File: src/rtl/clk_rate_pkg.sv
package clk_rate_pkg;
  localparam int CFG_W      = 16;
  localparam int DIVF_LSB   = 0;
  localparam int DIVF_W     = 8;
  localparam int PRE_LSB    = 8;
  localparam int PRE_W      = 3;
  localparam int DIR_BIT    = 11;
  localparam int SEL_LSB    = 12;
  localparam int SEL_W      = 2;
  localparam int FRAC_BIT   = 14;
  localparam int EN_BIT     = 15;
  localparam int NUM_W      = 8;
  localparam int SEL_N      = 1 << SEL_W;

  typedef struct packed {
    logic              clk_en;
    logic              frac_en;
    logic              dir_up;
    logic [SEL_W-1:0]  sel;
    logic [PRE_W-1:0]  pre;
    logic [DIVF_W-1:0] divisor;
  } setting_t;

  // Table entry for a select index: 0, then 16 halving per step.
  function automatic int sel_weight(int idx);
    return (idx == 0) ? 0 : (32 >> idx);
  endfunction
endpackage

File: src/rtl/rate_cfg_decode.sv
module rate_cfg_decode
  import clk_rate_pkg::*;
(
  input  logic [CFG_W-1:0] cfg,
  output setting_t         fields,
  output logic [NUM_W-1:0] num,
  output logic [NUM_W-1:0] den
);
  logic [NUM_W-1:0] weight [SEL_N];

  for (genvar g = 0; g < SEL_N; g++) begin : g_tbl
    assign weight[g] = NUM_W'(sel_weight(g));
  end

  always_comb begin
    fields.clk_en  = cfg[EN_BIT];
    fields.frac_en = cfg[FRAC_BIT];
    fields.dir_up  = cfg[DIR_BIT];
    fields.sel     = cfg[SEL_LSB +: SEL_W];
    fields.pre     = cfg[PRE_LSB +: PRE_W];
    fields.divisor = cfg[DIVF_LSB +: DIVF_W];
    num = NUM_W'(weight[fields.sel] * (NUM_W'(fields.pre) + NUM_W'(1)));
    den = fields.dir_up ? (num - NUM_W'(1)) : (num + NUM_W'(1));
  end
endmodule

File: src/rtl/rate_seq_div.sv
module rate_seq_div #(
  parameter int IW = 40
) (
  input  logic          clk,
  input  logic          rst,
  input  logic          go,
  input  logic [IW-1:0] dividend,
  input  logic [IW-1:0] divisor,
  output logic          ready,
  output logic [IW-1:0] quo,
  output logic [IW-1:0] rem
);
  localparam int CW = $clog2(IW + 1);

  logic [IW-1:0] dvsr;
  logic [CW-1:0] cnt;
  logic          run;
  logic [IW:0]   shifted;
  logic [IW:0]   trial;
  logic          fits;

  always_comb begin
    shifted = {rem, quo[IW-1]};
    trial   = shifted - {1'b0, dvsr};
    fits    = shifted >= {1'b0, dvsr};
  end

  always_ff @(posedge clk) begin
    ready <= 1'b0;
    if (rst) begin
      quo  <= '0;
      rem  <= '0;
      dvsr <= '0;
      cnt  <= '0;
      run  <= 1'b0;
    end else if (go) begin
      quo  <= dividend;
      rem  <= '0;
      dvsr <= divisor;
      cnt  <= CW'(IW);
      run  <= 1'b1;
    end else if (run) begin
      rem <= fits ? trial[IW-1:0] : shifted[IW-1:0];
      quo <= {quo[IW-2:0], fits};
      cnt <= cnt - CW'(1);
      if (cnt == CW'(1)) begin
        run   <= 1'b0;
        ready <= 1'b1;
      end
    end
  end
endmodule

File: src/rtl/clk_rate_calc.sv
module clk_rate_calc
  import clk_rate_pkg::*;
#(
  parameter int RW  = 32,
  parameter int IW  = 40,
  parameter int RND = 1000
) (
  input  logic             clk,
  input  logic             rst,
  input  logic             start,
  input  logic [CFG_W-1:0] cfg,
  input  logic [RW-1:0]    parent_hz,
  output logic             busy,
  output logic             done,
  output logic [RW-1:0]    rate_hz,
  output logic             div_err
);
  typedef enum logic [1:0] {S_IDLE, S_BASE, S_SCALE, S_ROUND} state_t;

  state_t           state;
  setting_t         fields;
  logic [NUM_W-1:0] num, den, num_q, den_q;
  logic             frac_q;
  logic             go_q;
  logic [IW-1:0]    div_a, div_b, q_hold;
  logic             d_ready;
  logic [IW-1:0]    d_quo, d_rem;
  logic [IW:0]      rounded;
  logic             too_big;

  rate_cfg_decode u_dec (
    .cfg    (cfg),
    .fields (fields),
    .num    (num),
    .den    (den)
  );

  rate_seq_div #(.IW(IW)) u_div (
    .clk      (clk),
    .rst      (rst),
    .go       (go_q),
    .dividend (div_a),
    .divisor  (div_b),
    .ready    (d_ready),
    .quo      (d_quo),
    .rem      (d_rem)
  );

  always_comb begin
    rounded = {1'b0, q_hold} +
              ((d_rem == '0) ? '0 : ((IW+1)'(RND) - {1'b0, d_rem}));
    too_big = |rounded[IW:RW];
  end

  assign busy = (state != S_IDLE);

  always_ff @(posedge clk) begin
    go_q <= 1'b0;
    done <= 1'b0;
    if (rst) begin
      state   <= S_IDLE;
      div_a   <= '0;
      div_b   <= '0;
      q_hold  <= '0;
      num_q   <= '0;
      den_q   <= '0;
      frac_q  <= 1'b0;
      rate_hz <= '0;
      div_err <= 1'b0;
    end else begin
      unique case (state)
        S_IDLE: if (start) begin
          if (!fields.clk_en || fields.divisor == '0) begin
            rate_hz <= '0;
            div_err <= fields.clk_en;
            done    <= 1'b1;
          end else begin
            num_q  <= num;
            den_q  <= den;
            frac_q <= fields.frac_en;
            div_a  <= IW'(parent_hz);
            div_b  <= IW'(fields.divisor);
            go_q   <= 1'b1;
            state  <= S_BASE;
          end
        end
        S_BASE: if (d_ready) begin
          if (!frac_q || num_q == '0) begin
            rate_hz <= frac_q ? '0 : d_quo[RW-1:0];
            div_err <= 1'b0;
            done    <= 1'b1;
            state   <= S_IDLE;
          end else begin
            div_a <= d_quo * IW'(num_q);
            div_b <= IW'(den_q);
            go_q  <= 1'b1;
            state <= S_SCALE;
          end
        end
        S_SCALE: if (d_ready) begin
          q_hold <= d_quo;
          div_a  <= d_quo;
          div_b  <= IW'(RND);
          go_q   <= 1'b1;
          state  <= S_ROUND;
        end
        S_ROUND: if (d_ready) begin
          rate_hz <= too_big ? {RW{1'b1}} : rounded[RW-1:0];
          div_err <= 1'b0;
          done    <= 1'b1;
          state   <= S_IDLE;
        end
        default: state <= S_IDLE;
      endcase
    end
  end
endmodule

File: config.mk
export PLATFORM = sky130hd
export DESIGN_NAME = clk_rate_calc
export DESIGN_NICKNAME = d
export VERILOG_FILES = /design/src/rtl/clk_rate_pkg.sv /design/src/rtl/rate_cfg_decode.sv /design/src/rtl/rate_seq_div.sv /design/src/rtl/clk_rate_calc.sv
export SDC_FILE = /design/constraint.sdc
export NUM_CORES = 1
export LEC_CHECK = 0
export CORE_ASPECT_RATIO = 1.1
export CORE_UTILIZATION = 40
export DETAILED_ROUTE_END_ITERATION = 8
export GPL_ROUTABILITY_DRIVEN = 0
export PLACE_DENSITY = 0.56
export SETUP_SLACK_MARGIN = 0.5
export SKIP_LAST_GASP = 1
export SLEW_MARGIN = 20
export SYNTH_ARGS = -nofsm -noshare
export SYNTH_HDL_FRONTEND = slang
export SYNTH_SLANG_ARGS = --single-unit
File: constraint.sdc
create_clock -name clk -period 7.8 [get_ports clk]
set_input_delay 1.95 -clock clk [delete_from_list [all_inputs] [get_ports clk]]
set_output_delay 1.95 -clock clk [all_outputs]
set_load 0.01 [all_outputs]
==> qor.csv, run 1 <==
metric,value,unit
Crit path top cell by count,o21ai_0,
I/O Pins,86,
setup repair after global routing missed its margin,no,
die extent in y,244,um
CTS root buffer,clkbuf_16,
status,completed,
Core Area,0.0524,mm^2
WP data arrival,7000,ps
XOR/XNOR Fraction of Synth Area,0.0648,
ANT nets after route,0,
simple logic cell fraction of the synthesized area,0.203,
Worst Max-Slew Pin Slew,961,ps
Synth area leaders,"dfxtp_1, fa_1, ha_1, a21oi_1, nand2_1",
met3 Usage GRT,0.0247,
clock buffer depth,3,
post-synthesis mux area share,0.0241,
Post-Layout Inst Area,0.0234,mm^2
final WL,64.3,mm
layout cells sized above 1,0.0469,
most frequent cell after synthesis,nand2_1,
first-pass GRT wire length,104,mm
"top cells by count, synth","nand2_1, a21oi_1, nor2_1, dfxtp_1, clkbuf_1",
Crit path depth,18,
post-route setup TNS,0,ps
worst clock skew,16.1,ps
CTS tree,built,
leading area contributor after synthesis,dfxtp_1,
vias,19100,
largest net degree at the start of global routing,151,
CP peak stage delay,740,ps
ys flop type,dfxtp_1,
Final Setup Violations,0,
VDD IR-drop max,0.145,mV
Post-synth EDFFs,0,
Post-Synth Adder-Cell Area,0.216,
Max-cap violations,0,
worst path required time,8220,ps
family with the most delay on the worst path,simple AND/OR/NAND/NOR gates,
ys async rst share,0,
clock sink count,238,
Row Count,88,
# resized after CTS,0,
Critical Path Sink Type,flip-flop,
DRC,0,
Slew headroom,0.358,
P_leak,9.81,nW
Fin. Hold Viols,0,
dpl ws,1380,ps
Netlist Area Pre-Place,0.0212,mm^2
"Reg clk slew, reported paths",60,ps
vias in the first global route,18800,
# nets final,3020,
period utilisation layout,0.844,
M2 GR Usage,0.392,
# H-tree levels,1,
Post-Synthesis Cells,2754,
critical path's slowest cell,nor4_1,
Die ar.,0.0540,mm^2
Hold Path Class,reg -> reg,
CP startpoint kind,flip-flop,
vias per cell,5.65,
routed len/inst,19.0,um
total gr overflow,0,
Layout Utilization,0.446,
TritonRoute pass-1 iters,6,
M1 GR Usage,0.334,
CTS Hold Bufs,0,
Unique masters post-synth,75,
Post-DP HPWL,47.0,mm
synthesis-stage register bit count,238,
Post-Syn Area per Cell,7.71,um^2
power per cell area,184,mW/mm^2
buffer count from post-CTS setup fixing,0,
Final Max Slew Viols,0,
Detailed Route Iter0 Violations,1393,
dpl cell area,0.0224,mm^2
Die W,222,um
critical-path maximum fanout,32,
Final min period,6580,ps
input/output buffers,85,
Synth Area in Compound Gates,0.196,
Synth top area share,0.225,
"Seq/Total Area, Yosys",0.225,
Hold Path Cell Cnt,2,
"Clk Latency, worst-skew pair",590,ps
R2R depth,18,
CTS Buf Count,30,
busiest grt layer,met2,
initial antenna violation count,0,
Yosys warnings,0,
largest family of logic cells by synthesized area,adder cells,
critical path class,reg -> reg,
Synthesized Nets,3088,
Buf/Inv on CP,1,
PnR worst setup slack,1220,ps
maximum clock rate,0.152,GHz
Layout area overhead,10.1,%
CP cell instances,nor4_1 -> nand4_1 -> nor4_4 -> and4_2 -> nor2_1 -> ha_1 -> fa_1 -> a211oi_1 -> o21ai_0 -> o21ai_0 -> nand3_1 -> a31oi_1 -> o21ai_0 -> xor2_1 -> or4_4 -> nor4_4 -> buf_4 -> a211oi_1,
Starting Density,0.405,
GRT Total Usage,0.238,
kinds of logic (layout without fill, tap and decap cells):
group | Yosys count | count (layout)
AOI/OAI and AO/OA | 672 | 672
adders and majority gates | 283 | 283
muxes | 51 | 51
DFF | 238 | 238
buffers and inverters | 399 | 354
other | 0 | 1
xor gates and xnor gates | 157 | 157
and+or+nand+nor | 954 | 954
cells in the final DEF (no fill, tap or decap), drive strengths merged, types with 55 or more instances in the layout:
| cell | count |
|---|---|
| inv | 186 |
| nor3 | 57 |
| a211oi | 55 |
| clkdlybuf4s50 | 84 |
| nor2 | 240 |
| fa | 138 |
| nand2 | 408 |
| a21oi | 310 |
| o21ai | 125 |
| ha | 145 |
| xor2 | 63 |
| dfxtp | 238 |
| and2 | 71 |
| xnor2 | 94 |
area by class of cell:
class | instances | area (um^2)
fill | 5258 | 29000
multi-input combinational | 2117 | 15000
sequential | 238 | 4770
timing repair buffer | 113 | 1070
clock buffer | 44 | 895
tap | 675 | 845
inverter | 186 | 698
clock inverter | 11 | 111
antenna | 1 | 2.50
worst paths after layout:
| path | to | from | slack, ps |
|---|---|---|---|
| setup / recovery | rate_hz[28] | u_div.rem[26] | 1220 |
| hold / removal | div_a[2] | div_a[2] | 460 |
| setup reg to reg | rate_hz[28] | u_div.rem[26] | 1220 |
| hold reg to reg | div_a[2] | div_a[2] | 460 |
layer usage:
layer	wire, um	vias to the layer above
li1	-	9190
met1	29900	9343
met2	29500	526
met3	3600	77
met4	1250	0
met5	0	-
through the flow:
stage	hold WS, ps	total power, mW	cells
3_5_place_dp	448	2.88	3329
6_report	456	4.29	3385
5_1_grt	481	4.53	3384
2_1_floorplan	432	2.43	2754
4_1_cts	459	4.31	3384
3_3_place_gp	443	2.87	3329
worst min-delay path: stages, from the launching register on:
cell and delay (ps):
dfxtp_1 310, nand2_1 50, a21oi_1 50
where the power goes:
group / internal [mW] / switching (mW) / total, mW
registers: 1.32 / 0.137 / 1.46
logic: 0.524 / 0.890 / 1.41
clock network: 0.854 / 0.569 / 1.42
total: 2.70 / 1.60 / 4.29
state kept, by name, indices dropped and copies added, names as in the netlist, named ones only:
register / count
go_q: 1
q_hold: 40
div_b: 9
u_div.ready: 1
u_div.dvsr: 9
u_div.quo: 40
div_a: 40
frac_q: 1
div_err: 1
rate_hz: 32
den_q: 8
u_div.cnt: 6
u_div.rem: 40
done: 1
num_q: 6
u_div.run: 1
state: 1
Power figures use the tool's default switching activity.
==> inputs of run 2 (changes only) <==
==> constraint.sdc (replaced) <==
create_clock -name clk -period 6.38 [get_ports clk]
set_input_delay 1.595 -clock clk [delete_from_list [all_inputs] [get_ports clk]]
set_output_delay 1.595 -clock clk [all_outputs]
set_load 0.01 [all_outputs]
==> qor.csv, run 2 (same netlist as run 1, synthesis figures left out) <==
metric,value,unit,change
vias,19100,,-0.33%
critical path's slowest cell,dfxtp_2,,
total power,5.31,mW,+24%
Slew headroom,0.263,,-0.0951
I/O Pins,86,,unchanged
Crit path top cell by count,fa_1,,
Row Count,88,,unchanged
Fin. Hold Viols,0,,unchanged
"Reg clk slew, reported paths",60,ps,about the same
first-pass GRT wire length,103,mm,-0.70%
power per cell area,225,mW/mm^2,+22%
GRT Total Usage,0.237,,-0.00132
clock buffer depth,3,,unchanged
ANT nets after route,0,,unchanged
Final Setup Violations,0,,unchanged
CP peak stage delay,580,ps,-160 ps
CTS Buf Count,30,,unchanged
Critical Path Sink Type,flip-flop,,
status,completed,,
final WL,64.7,mm,+0.61%
initial antenna violation count,0,,unchanged
CTS Hold Bufs,0,,unchanged
# nets final,3039,,+0.63%
ANT cells,0,,-1
worst clock skew,10.4,ps,-5.75 ps
"most common cell after layout, fill and taps aside",nand2_1,,
PnR worst setup slack,726,ps,-495 ps
worst path required time,6830,ps,-1390 ps
Detailed Route Iter0 Violations,1519,,+9.0%
Multi-input gate area,0.0150,mm^2,+0.24%
"Clk Latency, worst-skew pair",590,ps,about the same
clock sink count,238,,unchanged
routed len/inst,19.0,um,+0.14%
Core Area,0.0524,mm^2,unchanged
CP startpoint kind,flip-flop,,
critical path class,reg -> reg,,
Max-cap violations,0,,unchanged
CP cell instances,and2_1 -> fa_1 -> inv_1 -> fa_1 -> fa_1 -> inv_1 -> ha_1 -> inv_1 -> fa_1 -> nand2b_1 -> a21oi_1 -> a21oi_1 -> o221a_2 -> o21ai_0 -> a31oi_1 -> o21ai_0 -> a31oi_1 -> xor2_1 -> o22ai_1,,
CTS tree,built,,
post-route setup TNS,0,ps,unchanged
WP data arrival,6100,ps,-900 ps
Final min period,5650,ps,-925 ps
CTS root buffer,clkbuf_16,,
Die W,222,um,unchanged
die extent in y,244,um,unchanged
total gr overflow,0,,unchanged
vias per cell,5.61,,-0.80%
input/output buffers,85,,unchanged
Die ar.,0.0540,mm^2,unchanged
buffer count from post-CTS setup fixing,0,,unchanged
Worst Max-Slew Pin Slew,1110,ps,+144 ps
P_leak,9.91,nW,+1.0%
Final Max Slew Viols,0,,unchanged
# H-tree levels,1,,unchanged
Buf/Inv on CP,3,,+2
layout cells sized above 1,0.0609,,+0.0140
Seq. cell area,0.00480,mm^2,+0.50%
critical-path maximum fanout,15,,-53%
Layout area overhead,11.2,%,
TritonRoute pass-1 iters,6,,unchanged
VDD IR-drop max,0.181,mV,+25%
Filler cells,5278,,+0.38%
setup repair after global routing missed its margin,no,,
Hold Path Class,reg -> reg,,
vias in the first global route,18800,,+0.32%
dpl ws,368,ps,-1010 ps
DRC,0,,unchanged
"leading cell types in the layout, fill and taps excluded","nand2_1, a21oi_1, nor2_1",,
Starting Density,0.405,,unchanged
period utilisation layout,0.886,,+0.0427
maximum clock rate,0.177,GHz,+16%
largest net degree at the start of global routing,94,,-38%
final hold slack,456,ps,-0.481 ps
family with the most delay on the worst path,adder cells,,
Post-DP HPWL,47.8,mm,+1.7%
## run 2: cell count changes in the layout (fill, tap and decap cells not counted), sizes merged
| cell | previous run | this run |
|---|---|---|
| clkinvlp | 1 | 5 |
| clkbuf | 44 | 41 |
| buf | 29 | 47 |
| diode | 1 | 0 |
| bufinv | 2 | 3 |
| clkinv | 8 | 5 |
## run 2: final timing paths
check                           startpoint         to  slack [ps]  depth (start not counted)
worst max-delay path              num_q[2]  div_a[38]         730                         19
worst min register to register    div_a[2]   div_a[2]         460                          2
worst max register to register    num_q[2]  div_a[38]         730                         19
worst min-delay path              div_a[2]   div_a[2]         460                          2
## run 2: worst register-to-register path, cell delays in order, from the launching register on
cell	delay [ps]
dfxtp_2	580
and2_1	220
fa_1	410
inv_1	90
fa_1	460
fa_1	550
inv_1	40
ha_1	290
inv_1	60
fa_1	430
nand2b_1	180
a21oi_1	320
a21oi_1	270
o221a_2	410
o21ai_0	290
a31oi_1	190
o21ai_0	360
a31oi_1	160
xor2_1	150
o22ai_1	80
## run 2: timing repair
| item | 4_1_cts | 5_1_grt |
|---|---|---|
| pin swaps | 0 | 1 |
| gates cloned | 0 | 1 |
| gates resized for setup | 8 | 21 |
| setup endpoints to repair | 35 | 39 |
## run 2: final cells by class
cell class                      instances  area share
Clock buffer                           40      0.0368
Clock inverter                         13     0.00678
Inverter                              186      0.0296
Multi-Input combinational cell       2117       0.635
Sequential cell                       238       0.203
Tap cell                              675      0.0358
Timing Repair Buffer                  132      0.0525
## run 2: metal layers
metal  wire length (um)  GRT usage  part of all wire
met5                  0          0                 0
met4               1740     0.0668             0.027
met3               3040     0.0263             0.047
met2              30300      0.398              0.47
met1              29600      0.320              0.46
## run 2: power by group
group	leakage, nW	internal, mW	total, mW	switching [mW]
combinational	7.47	0.656	1.74	1.08
sequential	1.94	1.61	1.78	0.168
clock	0.492	1.07	1.80	0.725
total	9.91	3.34	5.31	1.97
## run 2: through the flow
stage / cells / utilization / instance area [um^2]
after floorplan: 2754 / - / 21200
after global placement: 3347 / 0.429 / 22500
after detailed placement: 3347 / 0.429 / 22500
after CTS: 3400 / 0.449 / 23600
after global routing: 3401 / 0.450 / 23600
final: 3401 / 0.450 / 23600
==> inputs of run 3 (changes only) <==
--- a/config.mk
+++ b/config.mk
@@ -6,10 +6,10 @@
 export NUM_CORES = 1
 export LEC_CHECK = 0
 export CORE_ASPECT_RATIO = 1.1
-export CORE_UTILIZATION = 40
+export CORE_UTILIZATION = 55
 export DETAILED_ROUTE_END_ITERATION = 8
 export GPL_ROUTABILITY_DRIVEN = 0
-export PLACE_DENSITY = 0.56
+export PLACE_DENSITY = 0.73
 export SETUP_SLACK_MARGIN = 0.5
 export SKIP_LAST_GASP = 1
 export SLEW_MARGIN = 20
==> qor.csv, run 3 (same netlist as run 1, synthesis figures left out) <==
metric,value,unit,change
status,completed,,
critical path class,reg -> reg,,
clock sink count,238,,unchanged
period utilisation layout,0.891,,+0.00456
GRT Total Usage,0.309,,+0.0717
worst path required time,6860,ps,+30 ps
Die W,189,um,-15%
Post-DP HPWL,44.5,mm,-6.8%
first-pass GRT wire length,98.4,mm,-4.8%
Final Setup Violations,0,,unchanged
VDD IR-drop max,0.241,mV,+33%
total gr overflow,0,,unchanged
P_leak,9.93,nW,+0.26%
I/O Pins,86,,unchanged
CTS tree,built,,
"most common cell after layout, fill and taps aside",nand2_1,,
"Reg clk slew, reported paths",60,ps,about the same
power per cell area,227,mW/mm^2,+1.1%
Core Area,0.0381,mm^2,-27%
Starting Density,0.557,,+0.152
ANT cells,0,,unchanged
Filler cells,3437,,-35%
Final min period,5680,ps,+29.1 ps
critical-path maximum fanout,18,,+3
die extent in y,208,um,-15%
Fin. Hold Viols,0,,unchanged
vias,19500,,+2.4%
# nets final,3038,,-0.033%
ANT nets after route,0,,unchanged
Layout Cells excl Fill,3226,,-5.1%
Die ar.,0.0394,mm^2,-27%
final WL,60.5,mm,-6.5%
Detailed Route Iter0 Violations,1451,,-4.5%
Critical Path Sink Type,flip-flop,,
TritonRoute pass-1 iters,6,,unchanged
Final Max Slew Viols,0,,unchanged
Worst Max-Slew Pin Slew,978,ps,-127 ps
routed len/inst,18.8,um,-1.4%
initial antenna violation count,0,,unchanged
# H-tree levels,1,,unchanged
vias in the first global route,19000,,+0.83%
Layout area overhead,10.2,%,
worst clock skew,12.5,ps,+2.17 ps
largest net degree at the start of global routing,86,,-8.5%
Row Count,75,,-15%
# placed instances,3170,,-5.3%
setup repair after global routing missed its margin,yes,,
total power,5.32,mW,about the same
layout cells sized above 1,0.0583,,-0.00257
vias per cell,6.06,,+8.0%
Max-cap violations,0,,unchanged
CTS root buffer,clkbuf_16,,
DRC,0,,unchanged
"Clk Latency, worst-skew pair",580,ps,about the same
"leading cell types in the layout, fill and taps excluded","nand2_1, a21oi_1, nor2_1",,
input/output buffers,85,,unchanged
clock buffer depth,3,,unchanged
maximum clock rate,0.176,GHz,-0.51%
CP startpoint kind,flip-flop,,
CTS Buf Count,28,,-6.7%
post-route setup TNS,0,ps,unchanged
WP data arrival,6160,ps,+60 ps
Layout Utilization,0.614,,+0.163
Hold Path Class,reg -> reg,,
Slew headroom,0.348,,+0.0848
run 3: changes by cell type in the layout (fill, tap and decap cells not counted), moves of 2 or more:
cell / previous run / this run
bufinv_16: 3 / 6
clkbuf_16: 32 / 30
clkinv_2: 3 / 6
clkinv_4: 2 / 0
clkinvlp_4: 5 / 1
dfxtp_1: 225 / 230
dfxtp_4: 6 / 2
run 3: worst paths after layout:
| check | start | to | slack [ps] | depth (start not counted) |
|---|---|---|---|---|
| setup / recovery | num_q[2] | div_a[35] | 700 | 19 |
| hold reg to reg | div_a[3] | div_a[3] | 460 | 2 |
| hold / removal | div_a[3] | div_a[3] | 460 | 2 |
| setup reg to reg | num_q[2] | div_a[35] | 700 | 19 |
run 3: per-layer routing:
layer / track usage / part of all wire
met3: 0.0309 / 0.071
met4: 0.135 / 0.046
met1: 0.417 / 0.42
met5: 0 / 0
met2: 0.500 / 0.46
run 3: cell type report:
class                   count  area [um^2]  area share
clock buffers              39          823      0.0352
clock inverters            13          218     0.00931
inverters                 186          698      0.0299
multi-input cells        2117        15000       0.641
flip-flops and latches    238         4780       0.204
well taps                 500          626      0.0268
repair buffers            133         1250      0.0533
run 3: what timing repair did:
action                                  CTS  global route
hold buffers                              0             0
hold endpoints to repair                  0             0
pin swaps                                 0             3
resized for setup                         1            18
cloned                                    0             1
setup buffers                             0             3
endpoints found under the setup margin   32            42
run 3: stage by stage:
| stage | area, um^2 | setup slack (ps) | hold WS (ps) |
|---|---|---|---|
| floorplan | 21200 | 948 | 432 |
| global placement | 22300 | 589 | 438 |
| detailed placement | 22300 | 410 | 446 |
| CTS | 23300 | 505 | 455 |
| global route | 23400 | 467 | 476 |
| finish | 23400 | 697 | 457 |
run 3: report_power, final:
| part | internal, mW | total (mW) | switching (mW) | leakage [nW] |
|---|---|---|---|---|
| Combinational | 0.654 | 1.73 | 1.07 | 7.48 |
| Sequential | 1.61 | 1.77 | 0.155 | 1.94 |
| Clock | 1.14 | 1.82 | 0.683 | 0.514 |
| Total | 3.40 | 5.32 | 1.91 | 9.93 |
run 3: worst max-delay path, stage by stage, from the launching register on:
cell and delay (ps):
dfxtp_2 580, buf_4 290, nand2_1 90, fa_1 530, fa_1 450, fa_1 550
inv_1 40, ha_1 280, ha_1 380, a21o_1 220, a211o_1 300, a41o_1 300
nand4_1 140, and3b_1 270, o21ai_0 190, buf_4 190, a211oi_1 230, nand2_1 80
a31o_2 230, a311oi_1 220
